File: config.mk
export PLATFORM = sky130hd
export DESIGN_NAME = alu_core
export DESIGN_NICKNAME = d
export VERILOG_FILES = /design/src/rtl/alu_pkg.sv /design/src/rtl/alu_arith.sv /design/src/rtl/alu_logic.sv /design/src/rtl/alu_core.sv
export SDC_FILE = /design/constraint.sdc
export NUM_CORES = 1
export LEC_CHECK = 0
export BUFFER_PORTS_ARGS = -buffer_cell sky130_fd_sc_hd__clkbuf_2
export CORE_AREA = 2 2 99 101
export DETAILED_ROUTE_END_ITERATION = 8
export DIE_AREA = 0 0 101 103
export PLACE_DENSITY = 0.69
export SETUP_SLACK_MARGIN = 0.5
export SLEW_MARGIN = 20
export SYNTH_ARGS = -nofsm -noshare
export SYNTH_HDL_FRONTEND = slang
export SYNTH_SLANG_ARGS = --single-unit
File: constraint.sdc
create_clock -name vclk -period 13.8
set_clock_uncertainty 0.15 [all_clocks]
set_input_delay 0.69 -clock vclk [all_inputs]
set_output_delay 0.69 -clock vclk [all_outputs]
set_load 0.02 [all_outputs]
File: src/rtl/alu_pkg.sv
package alu_pkg;

    localparam int ALU_DATA_W  = 8;
    localparam int ALU_FIELD_W = 4;

    typedef enum logic [3:0] {
        OP_ADD  = 4'h0,
        OP_SUB  = 4'h1,
        OP_MUL  = 4'h2,
        OP_DIV  = 4'h3,
        OP_AND  = 4'h4,
        OP_OR   = 4'h5,
        OP_XOR  = 4'h6,
        OP_NOT  = 4'h7,
        OP_LDI  = 4'h8,
        OP_JMP  = 4'h9,
        OP_HALT = 4'hF
    } alu_op_e;

    typedef enum logic [1:0] {
        ROUTE_NONE,
        ROUTE_ARITH,
        ROUTE_LOGIC,
        ROUTE_IMM
    } alu_route_e;

endpackage

File: src/rtl/alu_arith.sv
module alu_arith #(
    parameter int W = 8
) (
    input  logic [1:0]   sel_i,
    input  logic [W-1:0] a_i,
    input  logic [W-1:0] b_i,
    output logic [W-1:0] res_o,
    output logic         carry_o,
    output logic         ovf_o
);
    localparam int PW = 2 * W;

    logic [W:0]    sum_w;
    logic [W:0]    dif_w;
    logic [PW-1:0] prod_w;

    assign sum_w  = {1'b0, a_i} + {1'b0, b_i};
    assign dif_w  = {1'b0, a_i} - {1'b0, b_i};
    assign prod_w = {{W{1'b0}}, a_i} * {{W{1'b0}}, b_i};

    always_comb begin
        res_o   = '0;
        carry_o = 1'b0;
        ovf_o   = 1'b0;
        unique case (sel_i)
            2'd0: begin
                res_o   = sum_w[W-1:0];
                carry_o = sum_w[W];
                ovf_o   = ~(a_i[W-1] ^ b_i[W-1]) & (a_i[W-1] ^ sum_w[W-1]);
            end
            2'd1: begin
                res_o   = dif_w[W-1:0];
                carry_o = dif_w[W];
                ovf_o   = (a_i[W-1] ^ b_i[W-1]) & (a_i[W-1] ^ dif_w[W-1]);
            end
            2'd2: begin
                res_o   = prod_w[W-1:0];
                carry_o = |prod_w[PW-1:W];
            end
            2'd3: begin
                res_o = (b_i == '0) ? '1 : (a_i / b_i);
            end
            default: ;
        endcase
    end
endmodule

File: src/rtl/alu_logic.sv
module alu_logic #(
    parameter int W = 8
) (
    input  logic [1:0]   sel_i,
    input  logic [W-1:0] a_i,
    input  logic [W-1:0] b_i,
    output logic [W-1:0] res_o
);
    always_comb begin
        res_o = '0;
        unique case (sel_i)
            2'd0:    res_o = a_i & b_i;
            2'd1:    res_o = a_i | b_i;
            2'd2:    res_o = a_i ^ b_i;
            2'd3:    res_o = ~a_i;
            default: ;
        endcase
    end
endmodule

File: src/rtl/alu_core.sv
module alu_core
    import alu_pkg::*;
#(
    parameter int DATA_W  = ALU_DATA_W,
    parameter int FIELD_W = ALU_FIELD_W
) (
    input  logic [3:0]         op_i,
    input  logic [DATA_W-1:0]  a_i,
    input  logic [DATA_W-1:0]  b_i,
    input  logic [FIELD_W-1:0] ra_i,
    input  logic [FIELD_W-1:0] rb_i,
    output logic [DATA_W-1:0]  res_o,
    output logic               carry_o,
    output logic               ovf_o
);
    localparam int IMM_W = 2 * FIELD_W;

    alu_route_e        route;
    logic [DATA_W-1:0] ar_res;
    logic              ar_carry;
    logic              ar_ovf;
    logic [DATA_W-1:0] lg_res;
    logic [IMM_W-1:0]  imm_raw;
    logic [DATA_W-1:0] imm_val;

    assign imm_raw = {ra_i, rb_i};
    assign imm_val = DATA_W'(imm_raw);

    always_comb begin
        route = ROUTE_NONE;
        unique case (op_i)
            OP_ADD, OP_SUB, OP_MUL, OP_DIV: route = ROUTE_ARITH;
            OP_AND, OP_OR, OP_XOR, OP_NOT:  route = ROUTE_LOGIC;
            OP_LDI, OP_JMP:                 route = ROUTE_IMM;
            default:                        route = ROUTE_NONE;
        endcase
    end

    alu_arith #(.W(DATA_W)) u_arith (
        .sel_i   (op_i[1:0]),
        .a_i     (a_i),
        .b_i     (b_i),
        .res_o   (ar_res),
        .carry_o (ar_carry),
        .ovf_o   (ar_ovf)
    );

    alu_logic #(.W(DATA_W)) u_logic (
        .sel_i (op_i[1:0]),
        .a_i   (a_i),
        .b_i   (b_i),
        .res_o (lg_res)
    );

    always_comb begin
        res_o   = '0;
        carry_o = 1'b0;
        ovf_o   = 1'b0;
        unique case (route)
            ROUTE_ARITH: begin
                res_o   = ar_res;
                carry_o = ar_carry;
                ovf_o   = ar_ovf;
            end
            ROUTE_LOGIC: res_o = lg_res;
            ROUTE_IMM:   res_o = imm_val;
            ROUTE_NONE:  ;
            default:     ;
        endcase
    end
endmodule

==> Yosys cells after proc, flatten, opt, wreduce, memory -nomap -nowiden <==
Memories as Yosys holds them, arrays and structs flattened.
Cells that the tools add are included.
{ "word_totals": {"elab_cells": 32, "ff_bits": 0, "mem_count": 1, "mem_bits_ro": 32} }
{ "mem_list": {"columns": ["name", "depth", "word_bits", "rd", "rd_clocked_by_memory_dff", "wr", "line_no", "text"], "rows": [
  ["(name not given)", 16, 2, 1, 0, 0, "alu_core.sv:31", "unique case (op_i)"]
]} }
{ "classes": {"bitwise": 10, "eq_ne": 6, "addsub": 2, "mux": 8, "div_mod_pow": 1, "mul": 1, "n_reduce_logical": 3} }
{ "op_table": {"columns": ["cell", "count"], "rows": [
  ["$pmux W8 S4", 2],
  ["$pmux W8 S3", 1],
  ["$mul A8 B8 Y16", 1],
  ["$add A8 B8 Y9", 1],
  ["$sub A8 B8 Y9", 1],
  ["$and A8 B8 Y8", 1],
  ["$div A8 B8 Y8", 1],
  ["$eq A2 B2 Y1 const B", 4],
  ["$logic_not A8 Y1", 1],
  ["$mux W8", 1],
  ["$not A8 Y8", 1],
  ["$or A8 B8 Y8", 1],
  ["$reduce_or A8 Y1", 1],
  ["$xor A8 B8 Y8", 1],
  ["$eq A2 B1 Y1 const B", 2],
  ["$pmux W1 S3", 1],
  ["$xor A1 B1 Y1", 3],
  ["$and A1 B1 Y1", 2],
  ["$logic_not A2 Y1", 1],
  ["$mux W1", 2],
  ["$pmux W1 S2", 1],
  ["$not A1 Y1", 1]
]} }

==> Longest topological paths before layout <==
{ "depth": {"depth_word": 5, "ltp_mapped": 51} }

==> By module <==
From an unflattened synthesis, not the netlist that was laid out.
{ "hier_totals": {"cells_unflattened": 664, "area_unflattened_um2": 5267.6} }
{ "by_module_without_submodules": {"columns": ["module", "area_each_um2", "cells_per_inst", "n_inst"], "rows": [
  ["alu_arith", 4473.0, 576, 1],
  ["alu_logic", 493.0, 50, 1],
  ["alu_core", 301.5, 38, 1]
]} }

==> Worst setup path after synthesis <==
Ideal clock, no wire load.
{ "synth_path": {"path_type": "input to output", "startpoint": "input b_i[7]", "endpoint": "output res_o[0]", "arrival_time_ns": 10.171, "cell_stages": 48, "path_slack_ns": 2.789, "path_buffers": 3, "path_cell_list": "buf_2 -> nor4_4 -> nand2_1 -> nor2_1 -> a21oi_1 -> a21oi_1 -> ha_1 -> or3_1 -> a311oi_1 -> a211oi_1 -> ha_1 -> o211ai_1 -> a211o_4 -> nor3_2 -> a21o_1 -> ha_1 -> a21oi_1 -> a21boi_0 -> [... 12 more ...] -> a31oi_1 -> o21ai_1 -> inv_1 -> mux2_4 -> ha_1 -> o21a_1 -> nor2_1 -> a21oi_1 -> a41oi_1 -> clkbuf_1 -> mux2_2 -> ha_1 -> o21a_1 -> o21a_1 -> o21ai_0 -> a21oi_1 -> o21ai_0 -> a21oi_1"} }
{ "synth_via": {"elab_chain_len": 4} }
{ "synth_lines": {"columns": ["element", "line_no", "text"], "rows": [
  ["start, declared", "alu_core.sv:9", "input logic [DATA_W-1:0] b_i,"],
  ["$div A8 B8 Y8 or $logic_not A8 Y1 (tied branches)", "alu_arith.sv:41", "res_o = (b_i == '0) ? '1 : (a_i / b_i);"],
  ["$mux W8 (*)", "alu_arith.sv:41", null],
  ["$pmux W8 S4 (*)", "alu_arith.sv:25", "unique case (sel_i)"],
  ["$pmux W8 S3 (*)", "alu_core.sv:59", "unique case (route)"],
  ["end, declared", "alu_core.sv:12", "output logic [DATA_W-1:0] res_o,"]
]} }
Mark *: on every way between the ends. The rest lies on a longest branch, timed or not.

==> Final worst setup path <==
{ "layout_path": {"startpoint": "input b_i[6]", "endpoint": "output res_o[0]"} }
Same word-level chain as after synthesis.

==> results.cfg <==
[floorplan]
ios = 38
rows = 36
initial_utilization_pct = 52.8
coreArea_mm2 = 0.00946
die-area_mm2 = 0.0104
die_height_um = 103
die_x_um = 101

[global_route]
grt_pass1_wl_um = 23500
track_usage_pct = 28.4
grt_max_degree = 40
antenna_found_initial = 0
gr-total-overflow = 0
grt_pass1_vias = 4818

[job]
max_cap_violations = 0

[timing]
timing.fmax_mhz = 82.3
relSlewSlack_pct = 37.5
rsz0062_at_grt = false
worstMarginPinSlew_ns = 0.937
tns_ns = 0
fin_crit_ns = 12.15
setup-violations-final = 0
finalMaxSlewViolations = 0
min_period_over_period_pct = 88.0
hold_violations = 0

[logic_synthesis]
synth_xor_area_share_pct = 4.21
synthSimpleGateAreaFrac_pct = 17.2
synth_common_cells = 99 x ha_1, 91 x nor2_1, 82 x inv_1
syn_inst = 654
synth-compound-area-share_pct = 22.5
synth_top_family_by_area = adder cells
yosysSeqAreaShare_pct = 0
synth_area_leaders = ha_1 25%, fa_1 15%, nor2_1 6.8%
yosysTopAreaCellShare_pct = 24.8
synth_nets = 819
synthMostInstantiatedCell = ha_1
synth_top_area_cell = ha_1
synthAdderAreaFrac_pct = 40.1
synthMuxAreaShare_pct = 7.40
avgSynthCellArea_um2 = 7.63
synth.distinct_cells = 67
yosys_warnings = 0
synth.cell_area_mm2 = 0.00499

[worst_setup_path]
slowest_stage = a41oi_2
slowest_delay_ns = 0.55
arrival_ns = 11.31
cp-startpoint = b_i[6]
crit_type = in2out
critPathMaxFanout = 11
crit_required_ns = 12.96
cpMostUsedCell = ha_1
end_kind = primary output
endpoint = res_o[0]
cp-start-kind = input port

[final_layout]
nNetsFinal = 838
utilization_pct = 55.6
clkbuf_count = 0
seq_cells = 0
drive_above_1_share_pct = 10.7
instances_no_fill = 785
register_area_um2 = 0
area_delta_synth_final_pct = 5.49
num_antenna_cells = 0
nFillCells = 906

[pwr]
power_mw = 0.432
p_per_area_mw_per_mm2 = 82.1
p_leak_nw = 2.59
ir_drop_v = 0.0000606

[clocking]
post_cts_buffers = 0
holdBufCountCts = 0
cts_resized = 0

[route]
vias = 4880
viasPerCell = 6.22
drtPass1Iterations = 6
first_iter_violations = 291
drtAntennaViolNets = 0
post_drt_wl_per_cell_um = 18.7
drc = 0
wirelength_um = 14600

[placed_design]
io_buffers = 38
hpwl_um = 11700
gp_congestion = 0.938
placedCellCount = 785

[worst_hold_path]
hp-class = in2out

[status]
outcome = finished clean
-- metrics by stage --
stage | worst slack, ns | hold WS, ns | instance area [um^2]
2_1_floorplan | 2.79 | 1.47 | 4990
3_3_place_gp | 1.61 | 1.60 | 5250
3_5_place_dp | 1.19 | 1.62 | 5250
4_1_cts | 1.20 | 1.62 | 5250
5_1_grt | 0.752 | 1.65 | 5260
6_report | 1.65 | 1.62 | 5260
-- power by group --
group / internal [mW] / switching, mW
clock network: 0 / 0
registers: 0 / 0
logic: 0.178 / 0.254
total: 0.178 / 0.254
-- cells in the final DEF (no fill, tap or decap), types with 5 or more instances in the layout --
master and count:
nor3_1 17, a31oi_1 9, a211oi_1 13, nor2b_1 8, xnor2_1 18, mux4_2 6, mux2_4 5, o21ai_0 38
ha_1 99, inv_1 82, mux2i_1 8, nor2_1 91, nand2b_1 5, clkinv_1 9, a21boi_0 5, a21o_1 12
a21oi_1 41, clkbuf_2 38, mux2_2 5, xor2_1 6, nand2_1 26, fa_1 38, o21a_1 10
-- worst min-delay path by stage --
stage / startpoint / to / slack, ns / cells past startpoint
final: ra_i[0] / res_o[4] / 1.62 / 4
after global routing: rb_i[2] / res_o[2] / 1.65 / 3
after CTS: ra_i[0] / res_o[4] / 1.62 / 4
after detailed placement: ra_i[0] / res_o[4] / 1.62 / 4
after global placement: ra_i[0] / res_o[4] / 1.60 / 4
after floorplan: rb_i[1] / res_o[1] / 1.47 / 3
-- kinds of logic after synthesis --
kind of cell / after synthesis
compound gates: 172
buf+inv: 114
simple gates: 182
fa+ha+maj: 137
mux: 25
xor+xnor: 24
-- layer usage --
metal | vias to the layer above | part of all wire (%) | GRT usage (%)
met5 | - | 0 | 0
met3 | 38 | 7.8 | 3.46
met4 | 0 | 3.5 | 9.88
li1 | 2334 | - | -
met1 | 2299 | 43 | 37.4
met2 | 209 | 46 | 48.4
-- critical path, delay by kind of cell --
kind            cells  cell delay, ns
mux                 3            1.00
buf+inv             4            0.65
simple gates        8            1.98
fa+ha+maj           7            2.02
compound gates     25            4.97
-- area by class of cell --
cell class / count / area, um^2 / area share [%]
Inverter: 91 / 342 / 6.49
Tap cell: 114 / 143 / 2.71
Timing Repair Buffer: 40 / 205 / 3.90
Multi-Input combinational cell: 540 / 4570 / 86.9
Note: power is estimated with default switching activity, not from simulation.
